### src/rtl/cfgld_pkg.sv
package cfgld_pkg;

  typedef enum logic [2:0] {
    ST_BOOT,
    ST_IDLE,
    ST_LO,
    ST_HI,
    ST_GAP,
    ST_DONE
  } ldState_t;

  // strobes from the sequencer control to the datapath
  typedef struct packed {
    logic startLoad;   // reset counters and sum, queue address 0
    logic nextByte;    // advance to the next address
    logic shiftCmd;    // move the next command bit onto data-in
    logic sampleBit;   // shift data-out into the byte register
    logic commitByte;  // write the byte into the image and add it to the sum
    logic restoreDef;  // memory absent: reload defaults
    logic finish;      // load over
    logic finishGood;  // memory answered for the whole load
  } ldStrobe_t;

  function automatic logic [7:0] defaultByte(input int unsigned idx);
    int unsigned v;
    v = idx * 29 + 7;
    return v[7:0];
  endfunction

endpackage

### src/rtl/cfgld_ctrl.sv
module cfgld_ctrl
  import cfgld_pkg::*;
#(
  parameter int ADDR_W   = 8,
  parameter int HALF_DIV = 2
) (
  input  logic      clk,
  input  logic      rstN,
  input  logic      detFlag,
  input  logic      hostWr,
  input  logic      hostWrData,
  input  logic      stopOrSuspend,
  input  logic      eeDo,
  input  logic      lastByte,
  output ldStrobe_t strb,
  output logic      seqCs,
  output logic      seqSk,
  output logic      busy,
  output logic      cmdBit
);

  localparam int CMD_BITS = 8 + ADDR_W;
  localparam int LAST_BIT = CMD_BITS + 8;
  localparam int BIT_W    = $clog2(LAST_BIT + 1);
  localparam int DIV_W    = $clog2(2 * HALF_DIV + 1);

  ldState_t         state;
  logic [DIV_W-1:0] divCnt;
  logic [BIT_W-1:0] bitIdx;
  logic             csReg, skReg, abortReg, cmdReg;

  logic hostStart, halfDone, gapDone, atDummy, inData, atLast;

  assign hostStart = hostWr && hostWrData && stopOrSuspend && (state == ST_IDLE);
  assign halfDone  = divCnt == DIV_W'(HALF_DIV - 1);
  assign gapDone   = divCnt == DIV_W'(2 * HALF_DIV - 1);
  assign atDummy   = bitIdx == BIT_W'(CMD_BITS);
  assign inData    = bitIdx > BIT_W'(CMD_BITS);
  assign atLast    = bitIdx == BIT_W'(LAST_BIT);

  always_comb begin
    strb = '0;
    unique case (state)
      ST_BOOT: strb.startLoad = detFlag;
      ST_IDLE: strb.startLoad = hostStart;
      ST_LO: if (halfDone) begin
        strb.sampleBit  = inData;
        strb.restoreDef = atDummy && eeDo;
      end
      ST_HI: if (halfDone) begin
        strb.commitByte = atLast;
        strb.shiftCmd   = !atLast;
      end
      ST_GAP: if (gapDone) strb.nextByte = !lastByte;
      ST_DONE: begin
        strb.finish     = 1'b1;
        strb.finishGood = !abortReg;
      end
      default: ;
    endcase
  end

  always_ff @(posedge clk) begin
    if (!rstN) begin
      state    <= ST_BOOT;
      divCnt   <= '0;
      bitIdx   <= '0;
      csReg    <= 1'b0;
      skReg    <= 1'b0;
      abortReg <= 1'b0;
      cmdReg   <= 1'b0;
    end else begin
      divCnt <= divCnt + 1'b1;
      unique case (state)
        ST_BOOT: begin
          divCnt <= '0;
          if (detFlag) begin
            state    <= ST_LO;
            csReg    <= 1'b1;
            bitIdx   <= '0;
            abortReg <= 1'b0;
          end else begin
            state <= ST_IDLE;
          end
        end
        ST_IDLE: begin
          divCnt <= '0;
          if (hostStart) begin
            state    <= ST_LO;
            csReg    <= 1'b1;
            bitIdx   <= '0;
            abortReg <= 1'b0;
            cmdReg   <= 1'b1;
          end
        end
        ST_LO: if (halfDone) begin
          divCnt <= '0;
          if (atDummy && eeDo) begin
            abortReg <= 1'b1;
            csReg    <= 1'b0;
            state    <= ST_DONE;
          end else begin
            skReg <= 1'b1;
            state <= ST_HI;
          end
        end
        ST_HI: if (halfDone) begin
          divCnt <= '0;
          skReg  <= 1'b0;
          if (atLast) begin
            csReg <= 1'b0;
            state <= ST_GAP;
          end else begin
            bitIdx <= bitIdx + 1'b1;
            state  <= ST_LO;
          end
        end
        ST_GAP: if (gapDone) begin
          divCnt <= '0;
          if (lastByte) begin
            state <= ST_DONE;
          end else begin
            state  <= ST_LO;
            csReg  <= 1'b1;
            bitIdx <= '0;
          end
        end
        ST_DONE: begin
          divCnt <= '0;
          cmdReg <= 1'b0;
          state  <= ST_IDLE;
        end
        default: state <= ST_IDLE;
      endcase
    end
  end

  assign seqCs  = csReg;
  assign seqSk  = skReg;
  assign cmdBit = cmdReg;
  assign busy   = (state == ST_LO) || (state == ST_HI) ||
                  (state == ST_GAP) || (state == ST_DONE);

endmodule

### src/rtl/cfgld_datapath.sv
module cfgld_datapath
  import cfgld_pkg::*;
#(
  parameter int         NUM_BYTES = 68,
  parameter int         ADDR_W    = 8,
  parameter logic [7:0] READ_OP   = 8'h03
) (
  input  logic                   clk,
  input  logic                   rstN,
  input  logic                   eeDetect,
  input  logic                   eeDo,
  input  ldStrobe_t              strb,
  output logic                   detFlag,
  output logic                   lastByte,
  output logic                   seqDi,
  output logic                   cfgValid,
  output logic [NUM_BYTES*8-1:0] regImage
);

  localparam int CMD_BITS = 8 + ADDR_W;
  localparam int IDX_W    = $clog2(NUM_BYTES);

  logic [IDX_W-1:0]    byteIdx;
  logic [CMD_BITS-1:0] cmdSr;
  logic [7:0]          dataSr;
  logic [7:0]          sumAcc;

  // detect pin is followed while reset is held and frozen once it ends
  always_ff @(posedge clk) begin
    if (!rstN) detFlag <= eeDetect;
  end

  always_ff @(posedge clk) begin
    if (!rstN) begin
      byteIdx  <= '0;
      cmdSr    <= '0;
      dataSr   <= '0;
      sumAcc   <= '0;
      cfgValid <= 1'b0;
    end else begin
      if (strb.startLoad) begin
        byteIdx  <= '0;
        cmdSr    <= {READ_OP, ADDR_W'(0)};
        sumAcc   <= '0;
        cfgValid <= 1'b0;
      end else if (strb.nextByte) begin
        byteIdx <= byteIdx + 1'b1;
        cmdSr   <= {READ_OP, ADDR_W'(byteIdx + 1'b1)};
      end else if (strb.shiftCmd) begin
        cmdSr <= {cmdSr[CMD_BITS-2:0], 1'b0};
      end
      if (strb.sampleBit)  dataSr <= {dataSr[6:0], eeDo};
      if (strb.commitByte) sumAcc <= sumAcc + dataSr;
      if (strb.finish)     cfgValid <= strb.finishGood && (sumAcc == 8'hFF);
    end
  end

  assign lastByte = byteIdx == IDX_W'(NUM_BYTES - 1);
  assign seqDi    = cmdSr[CMD_BITS-1];

  for (genvar g = 0; g < NUM_BYTES; g++) begin : g_img
    logic [7:0] byteQ;
    always_ff @(posedge clk) begin
      if (!rstN || strb.restoreDef)
        byteQ <= defaultByte(g);
      else if (strb.commitByte && byteIdx == IDX_W'(g))
        byteQ <= dataSr;
    end
    assign regImage[8*g +: 8] = byteQ;
  end

endmodule

### src/rtl/cfgld_pinmux.sv
module cfgld_pinmux (
  input  logic busy,
  input  logic seqCs,
  input  logic seqSk,
  input  logic seqDi,
  input  logic portEn,
  input  logic swCs,
  input  logic swSk,
  input  logic swDi,
  input  logic ledA,
  input  logic ledB,
  output logic eeCs,
  output logic eeSk,
  output logic eeDi
);

  always_comb begin
    if (busy) begin
      eeCs = seqCs;
      eeSk = seqSk;
      eeDi = seqDi;
    end else if (portEn) begin
      eeCs = swCs;
      eeSk = swSk;
      eeDi = swDi;
    end else begin
      eeCs = 1'b0;
      eeSk = ledA;
      eeDi = ledB;
    end
  end

endmodule

### src/rtl/cfg_rom_loader.sv
module cfg_rom_loader
  import cfgld_pkg::*;
#(
  parameter int         NUM_BYTES = 68,
  parameter int         ADDR_W    = 8,
  parameter logic [7:0] READ_OP   = 8'h03,
  parameter int         HALF_DIV  = 2
) (
  input  logic                   clk,
  input  logic                   rstN,
  input  logic                   eeDetect,
  input  logic                   hostWr,
  input  logic                   hostWrData,
  input  logic                   stopOrSuspend,
  input  logic                   portEn,
  input  logic                   swCs,
  input  logic                   swSk,
  input  logic                   swDi,
  input  logic                   ledA,
  input  logic                   ledB,
  input  logic                   eeDo,
  output logic                   eeCs,
  output logic                   eeSk,
  output logic                   eeDi,
  output logic                   busy,
  output logic                   loadCmd,
  output logic                   eeDetected,
  output logic                   cfgValid,
  output logic [NUM_BYTES*8-1:0] regImage
);

  ldStrobe_t strb;
  logic      seqCs, seqSk, seqDi, lastByte;

  cfgld_ctrl #(.ADDR_W(ADDR_W), .HALF_DIV(HALF_DIV)) i_ctrl (
    .clk(clk), .rstN(rstN), .detFlag(eeDetected), .hostWr(hostWr),
    .hostWrData(hostWrData), .stopOrSuspend(stopOrSuspend), .eeDo(eeDo),
    .lastByte(lastByte), .strb(strb), .seqCs(seqCs), .seqSk(seqSk),
    .busy(busy), .cmdBit(loadCmd)
  );

  cfgld_datapath #(.NUM_BYTES(NUM_BYTES), .ADDR_W(ADDR_W), .READ_OP(READ_OP)) i_dp (
    .clk(clk), .rstN(rstN), .eeDetect(eeDetect), .eeDo(eeDo), .strb(strb),
    .detFlag(eeDetected), .lastByte(lastByte), .seqDi(seqDi),
    .cfgValid(cfgValid), .regImage(regImage)
  );

  cfgld_pinmux i_mux (
    .busy(busy), .seqCs(seqCs), .seqSk(seqSk), .seqDi(seqDi), .portEn(portEn),
    .swCs(swCs), .swSk(swSk), .swDi(swDi), .ledA(ledA), .ledB(ledB),
    .eeCs(eeCs), .eeSk(eeSk), .eeDi(eeDi)
  );

endmodule

### config.mk
export PLATFORM = sky130hd
export DESIGN_NAME = cfg_rom_loader
export DESIGN_NICKNAME = d
export VERILOG_FILES = /design/src/rtl/cfgld_pkg.sv /design/src/rtl/cfgld_ctrl.sv /design/src/rtl/cfgld_datapath.sv /design/src/rtl/cfgld_pinmux.sv /design/src/rtl/cfg_rom_loader.sv
export SDC_FILE = /design/constraint.sdc
export NUM_CORES = 1
export LEC_CHECK = 0
export ABC_AREA = 1
export CAP_MARGIN = 30
export CORE_MARGIN = 4
export CORE_UTILIZATION = 41
export CTS_CLUSTER_DIAMETER = 50
export DETAILED_ROUTE_END_ITERATION = 7
export PLACE_DENSITY = 0.71
export RECOVER_POWER = 50
export SYNTH_ARGS = -nofsm -noshare
export SYNTH_HDL_FRONTEND = slang
export SYNTH_SLANG_ARGS = --single-unit
export TNS_END_PERCENT = 5
### constraint.sdc
create_clock -name clk -period 1.7 [get_ports clk]
set_input_delay 0.34 -clock clk [delete_from_list [all_inputs] [get_ports clk]]
set_output_delay 0.34 -clock clk [all_outputs]
set_load 0.01 [all_outputs]
# Yosys cells after proc, flatten, opt, wreduce, memory -nomap -nowiden
# Cells that the tools add are included.
dict set report op_classes {
  n_lt_le_gt_ge 1
  bitwise_logic 1
  n_eq_ne 87
  n_addsub 5
  n_mux 63
  n_reduce_logical 102
}
# op n
set op_table {}
lappend op_table {{equality test 7 x 6 -> 1 bit (second input constant)} 32}
lappend op_table {{equality test 7 x 5 -> 1 bit (second input constant)} 16}
lappend op_table {{logical AND 1 bit} 73}
lappend op_table {{equality test 7 x 4 -> 1 bit (second input constant)} 8}
lappend op_table {{two-way mux 1 bit} 33}
lappend op_table {{two-way mux 10 bit} 3}
lappend op_table {{two-way mux 5 bit} 6}
lappend op_table {{equality test 7 x 3 -> 1 bit (second input constant)} 4}
lappend op_table {{equality test 7 bit (second input constant)} 4}
lappend op_table {{two-way mux 3 bit} 9}
lappend op_table {{one-hot mux 5 bit (4 select lines)} 1}
lappend op_table {{two-way mux 8 bit} 2}
lappend op_table {{one-hot mux 3 bit (5 select lines)} 1}
lappend op_table {{equality test 7 x 2 -> 1 bit (second input constant)} 2}
lappend op_table {{!= test 2 x 1 -> 1 bit (second input constant)} 7}
lappend op_table {{equality test 5 bit (second input constant)} 2}
lappend op_table {{nonzero test 2 bit} 5}
lappend op_table {{equality test 3 x 2 -> 1 bit (second input constant)} 3}
lappend op_table {{one-hot mux 3 bit (3 select lines)} 1}
lappend op_table {{AND reduction 9 bit} 1}
lappend op_table {{adder 7 x 1 -> 8 bit (second input constant)} 1}
lappend op_table {{adder 8 bit} 1}
lappend op_table {{equality test 8 bit (second input constant)} 1}
lappend op_table {{AND reduction 4 bit} 2}
lappend op_table {{25 further kinds} 41}
dict set report word_totals {
  ff_bits 600
  word_cells 342
  input_bits 13
  output_inout_bits 551
}

# Depth between registers and ports, before layout
dict set report logic_depth {
  depth_word 7
  mapped_depth 12
  ltp_nobuf 12
}

# By module
# From an unflattened synthesis, not the netlist that was laid out.
dict set report unflattened {
  hier_cells 2426
  hier_area_um2 21408.0
}
# mod instances cells_per_inst area_each_um2 seq_area_each_um2
set modules_own_cells {}
lappend modules_own_cells {cfgld_datapath 1 2247 20263.2 11721.2}
lappend modules_own_cells {cfgld_ctrl 1 160 1069.8 300.3}
lappend modules_own_cells {cfgld_pinmux 1 19 75.1 0.0}

# Least setup slack after synthesis
# Ideal clock, no wire load.
dict set report synth_path {
  kind {register -> output}
  from {reg i_ctrl.state[2]}
  to {out eeCs}
  n_path_buf 0
  path_slack_ps 83
  required_time_ps 1360
  t_arrival_ps 1277
  stages_incl_launch_ff 5
  cell_sequence {dfxtp_1 inv_2 ha_1 inv_1 o21ai_0}
}
dict set report synth_between {
  elab_chain_cells 5
  elab_cells_between_ends 8
  cone_classes {4 x eq/ne; 1 x mux; 3 x reduce/logical}
}
# element line
set synth_rtl {}
lappend synth_rtl {{start, declared} cfgld_ctrl.sv:27} ;# ldState_t state;
lappend synth_rtl {{start signal, assigned} cfgld_ctrl.sv:65} ;# state <= ST_BOOT;
lappend synth_rtl {{start signal, assigned} cfgld_ctrl.sv:78} ;# state <= ST_LO;
lappend synth_rtl {{start signal, assigned} cfgld_ctrl.sv:83} ;# state <= ST_IDLE;
lappend synth_rtl {{equality test 3 x 2 -> 1 bit} cfgld_ctrl.sv:141} ;# assign busy = (state == ST_LO) || (state == ST_HI) ||
lappend synth_rtl {{logical OR 1 bit (2 in series)} cfgld_ctrl.sv:141}
lappend synth_rtl {{logical OR 1 bit *} cfgld_ctrl.sv:142} ;# (state == ST_GAP) || (state == ST_DONE);
lappend synth_rtl {{net busy} cfg_rom_loader.sv:25} ;# output logic busy,
lappend synth_rtl {{two-way mux 1 bit *} cfgld_pinmux.sv:18} ;# if (busy) begin
lappend synth_rtl {{end, declared} cfg_rom_loader.sv:22} ;# output logic eeCs,
# The timed path passes the listed nets; every way through them passes the cells marked *.

# Worst setup path after layout
dict set report layout_path {
  from {reg i_ctrl.state[2]}
  to {out eeDi}
}
dict set report layout_between {
  elab_chain_cells 5
  elab_cells_between_ends 8
  cone_classes {4 x eq/ne; 1 x mux; 3 x reduce/logical}
}
# element line
set layout_rtl {}
lappend layout_rtl {{equality test 3 x 2 -> 1 bit} cfgld_ctrl.sv:141}
lappend layout_rtl {{logical OR 1 bit (2 in series)} cfgld_ctrl.sv:141}
lappend layout_rtl {{logical OR 1 bit *} cfgld_ctrl.sv:142}
lappend layout_rtl {{two-way mux 1 bit *} cfgld_pinmux.sv:18}
lappend layout_rtl {{end, declared} cfg_rom_loader.sv:24} ;# output logic eeDi,
# Every way passes the cells marked *; elsewhere a longest branch is shown, timed or not.

==> results.yml <==
power:
  pwr-share-seq_pct: 44.8
  intPower_w: 0.02424
  p_clk_share_pct: 48.0
  p_sw_w: 0.007516
  leakagePower_nw: 15.47
  swShare_pct: 23.67
  pwr-share-comb_pct: 7.2
  power_density_nw_per_um2: 947.0
  vdd_ir_drop_max_v: 0.0007989
  power_w: 0.03175
yosys:
  synthSimpleGateAreaFrac_pct: 21.90
  syn_nets: 2829
  synth_area_leaders: "dfxtp_1, nand2_1, o211ai_1"
  synth.distinct_cells: 39
  yosys.area.top_type: "dfxtp_1"
  syn_avg_cell_area_sq_um: 8.187
  synth_top_family_by_area: "simple AND/OR/NAND/NOR gates"
  synth.area.mux_share_pct: 0
  ys_seq_area_share_pct: 52.54
  synth_cells: 2795
  postSynth.asyncResetShare_pct: 0
  synth_top_area_share_pct: 52.41
  synth-seq-cells: 600
  synthXorXnorAreaFrac_pct: 0.3062
  syn_area_sq_um: 22880
  synthAdderAreaFrac_pct: 1.181
  ys_warn_count: 0
  synth_top_flop_cell: "dfxtp_1"
  synth_edf_count: 1
  synth_compound_area_share_pct: 16.44
status:
  violations: "negative setup slack"
  status: "complete, but fails checks"
floorplan:
  die-width_microns: 244.2
  ios: 564
  die_height_microns: 244.2
  initial_utilization_pct: 41.45
  coreArea_sq_um: 55200
  die-area_sq_um: 59650
  row_count: 86
sta:
  tightest_slew_ns: 0.6958
  finalHoldWorstSlack_ns: 0.3869
  finClkSkew_ns: 0.02390
  finalMaxSlewViolations: 0
  slew_headroom_pct: 53.61
  setup_viol: 585
  worst_slack_ns: -0.2795
  hold_viol_final: 0
  rsz0062_at_grt: "true"
  finalCriticalPeriod_ns: 1.980
  max_freq_mhz: 505.2
  period_share_pct: 116.4
layout:
  fin_area_sq_um: 33530
  regArea_sq_um: 12040
  area_growth_syn_to_layout_pct: 46.54
  fillers: 4911
  antenna_cells: 0
  final_layout_size_suffix_gt1_share_pct: 18.86
  nets: 3518
  multiInputGateArea_sq_um: 9826
  final-instance-count-excl-fill: 4284
global_route:
  grt_pass1_vias: 20520
  grt_max_degree: 38
  globalRouteTotalUtil_pct: 27.65
  antenna_found_initial: 0
  grt-ovfl-total: 0
  grt_pass1_wl_microns: 127600
worst_setup_path:
  rrSetupSlack_ns: -0.19
  critPathLaunchType: "flip-flop"
  cp_data_required_time_ns: 1.36
  critPathMaxStageDelay_ns: 0.33
  worstSetupStartpoint: "i_ctrl.state[2]"
  r2r-end: "i_dp.g_img[67].byteQ[7]"
  critPathMostFrequentCell: "a21oi_2"
  worst_setup_path_end_kind: "primary output"
  r2r-start: "i_ctrl.state[1]"
  slowest_stage: "dfxtp_2"
  setup.worst_path.end: "eeDi"
  worstSetupPathType: "reg -> out"
  crit_fanout: 3
  ff2ff_path_depth: 10
  cp.arrival_ns: 1.64
  worstPathCellList: "inv_2, ha_4, buf_6, a21oi_2, a21oi_2, buf_2"
clocking:
  clock_sinks: 600
  cts_tree: "built"
  cts.clk_slew.worst_paths_ns: 0.05
  insertion_delay_ns: 0.60
  htreeDepth: 3
  clock_path_buffers: 3
  cts_buffers: 67
  clk_root_buffer_cell: "clkbuf_16"
run:
  max-cap-violations: 0
place:
  placed_cells: 4136
  gp_congestion: 0.8945
  place_area_sq_um: 30630
  portBuffers: 563
  dp_hpwl_microns: 60550
routing:
  wl_met1_microns: 36380
  dr.pass1.iters: 5
  wl_per_cell_microns: 20.70
  routed.top_layer: "met4"
  met2_length_microns: 41490
  drc: 0
  vias: 22280
  drtIter0Drc: 1463
  routed_wl_microns: 88680
  via_per_inst: 5.200
  dr_wl_met3_microns: 7625
  drtAntennaViolNets: 0
min_path:
  holdCritPathClass: "in -> reg"
[critical path: cells and delay by family, from the launching register on]
family                     cells  cell delay [ns]
AOI/OAI and AO/OA              2             0.15
buffers and inverters          3             0.29
DFF                            1             0.33
adders and majority gates      1             0.27
[layout make-up]
class / count / share of cell area, %
repair inverters: 2 / 0.04851
inverters: 127 / 1.646
clock buffers: 85 / 5.687
flip-flops and latches: 600 / 35.92
repair buffers: 815 / 23.34
multi-input cells: 1871 / 29.30
well taps: 748 / 2.791
clock inverters: 36 / 1.269
[routing by layer]
layer	vias up	track usage (%)
li1	10610	-
met1	10520	35.88
met2	966	45.41
met3	185	6.601
met4	0	9.333
met5	-	0
[state kept, by name, indices dropped and copies added, names as in the netlist]
signal / count
i_dp.g_img.byteQ: 544
i_dp.cmdSr: 16
i_dp.dataSr: 8
i_dp.sumAcc: 8
i_dp.byteIdx: 7
i_ctrl.bitIdx: 5
i_ctrl.divCnt: 3
i_ctrl.state: 3
i_ctrl.abortReg: 1
i_ctrl.cmdBit: 1
i_ctrl.seqCs: 1
i_ctrl.seqSk: 1
i_dp.cfgValid: 1
i_dp.detFlag: 1
[placed cells by master, fill, tap and decap left out, types with 6 or more instances in the layout]
master,n
clkbuf_16,75
buf_8,6
dlygate4sd2_1,544
nor2_2,17
clkbuf_8,12
clkinv_2,13
o211ai_1,268
inv_4,11
dfxtp_2,17
bufinv_16,7
inv_2,69
clkdlybuf4s50_1,11
ha_1,14
inv_6,9
nand3_1,41
buf_4,154
nor2_1,105
nand2_4,33
nand2_1,931
buf_12,57
a21oi_1,277
o21ai_0,18
nand2_2,53
nand2_8,13
buf_6,26
dfxtp_1,582
inv_1,43
a21oi_2,44
xor2_1,6
nor2_4,12
[cells in the mapped netlist (all sizes together), types with 2 or more instances]
master     n
nand3     47
a21oi    321
nor3       2
o21ai     23
dfxtp    599
nand3b     2
xnor2      2
inv      117
xor2       6
nand2   1026
nor2     135
buf      140
or2        4
ha        20
clkbuf    61
clkinv    10
nand4      6
o211ai   269
[timing repair]
item                       in CTS  in global routing
setup endpoints to repair    1082                591
cloned                          0                 12
buffers inserted                2                 14
pin swaps                       3                 23
hold buffers                    0                  0
resized for setup             652                217
[power groups by stage]
stage	Clock, W	Sequential, W	Combinational [W]
6_report	0.0152	0.0142	0.00228
2_1_floorplan	0	0.0145	0.00112
4_1_cts	0.0154	0.0142	0.00203
3_5_place_dp	0	0.0145	0.00196
3_3_place_gp	0	0.0145	0.00196
5_1_grt	0.0161	0.0142	0.00251
[cells by family after synthesis]
group                    Yosys count
buffers and inverters            328
AO/OA/AOI/OAI                    615
flip-flops                       600
XOR/XNOR                           8
adder cells (fa/ha/maj)           21
AND/OR/NAND/NOR                 1223
[stage by stage]
step	util (%)	worst slack (ns)	TNS [ns]
6_report	60.74	-0.2795	-45.52
5_1_grt	60.74	-0.3529	-95.29
4_1_cts	58.93	-0.3678	-14.65
3_5_place_dp	55.49	-0.3250	-149.91
3_3_place_gp	55.49	-0.2880	-134.06
2_1_floorplan	-	0.08268	0
[worst min-delay path by stage]
stage                                 start                 endpoint  cells after the start
floorplan                  i_ctrl.divCnt[0]         i_ctrl.divCnt[0]                      1
global placement     i_dp.g_img[2].byteQ[4]   i_dp.g_img[2].byteQ[4]                      2
detailed placement  i_dp.g_img[65].byteQ[7]  i_dp.g_img[65].byteQ[7]                      2
CTS                                eeDetect             i_dp.detFlag                      1
global route                       eeDetect             i_dp.detFlag                      1
finish                             eeDetect             i_dp.detFlag                      1
(Power assumes the default switching activity.)
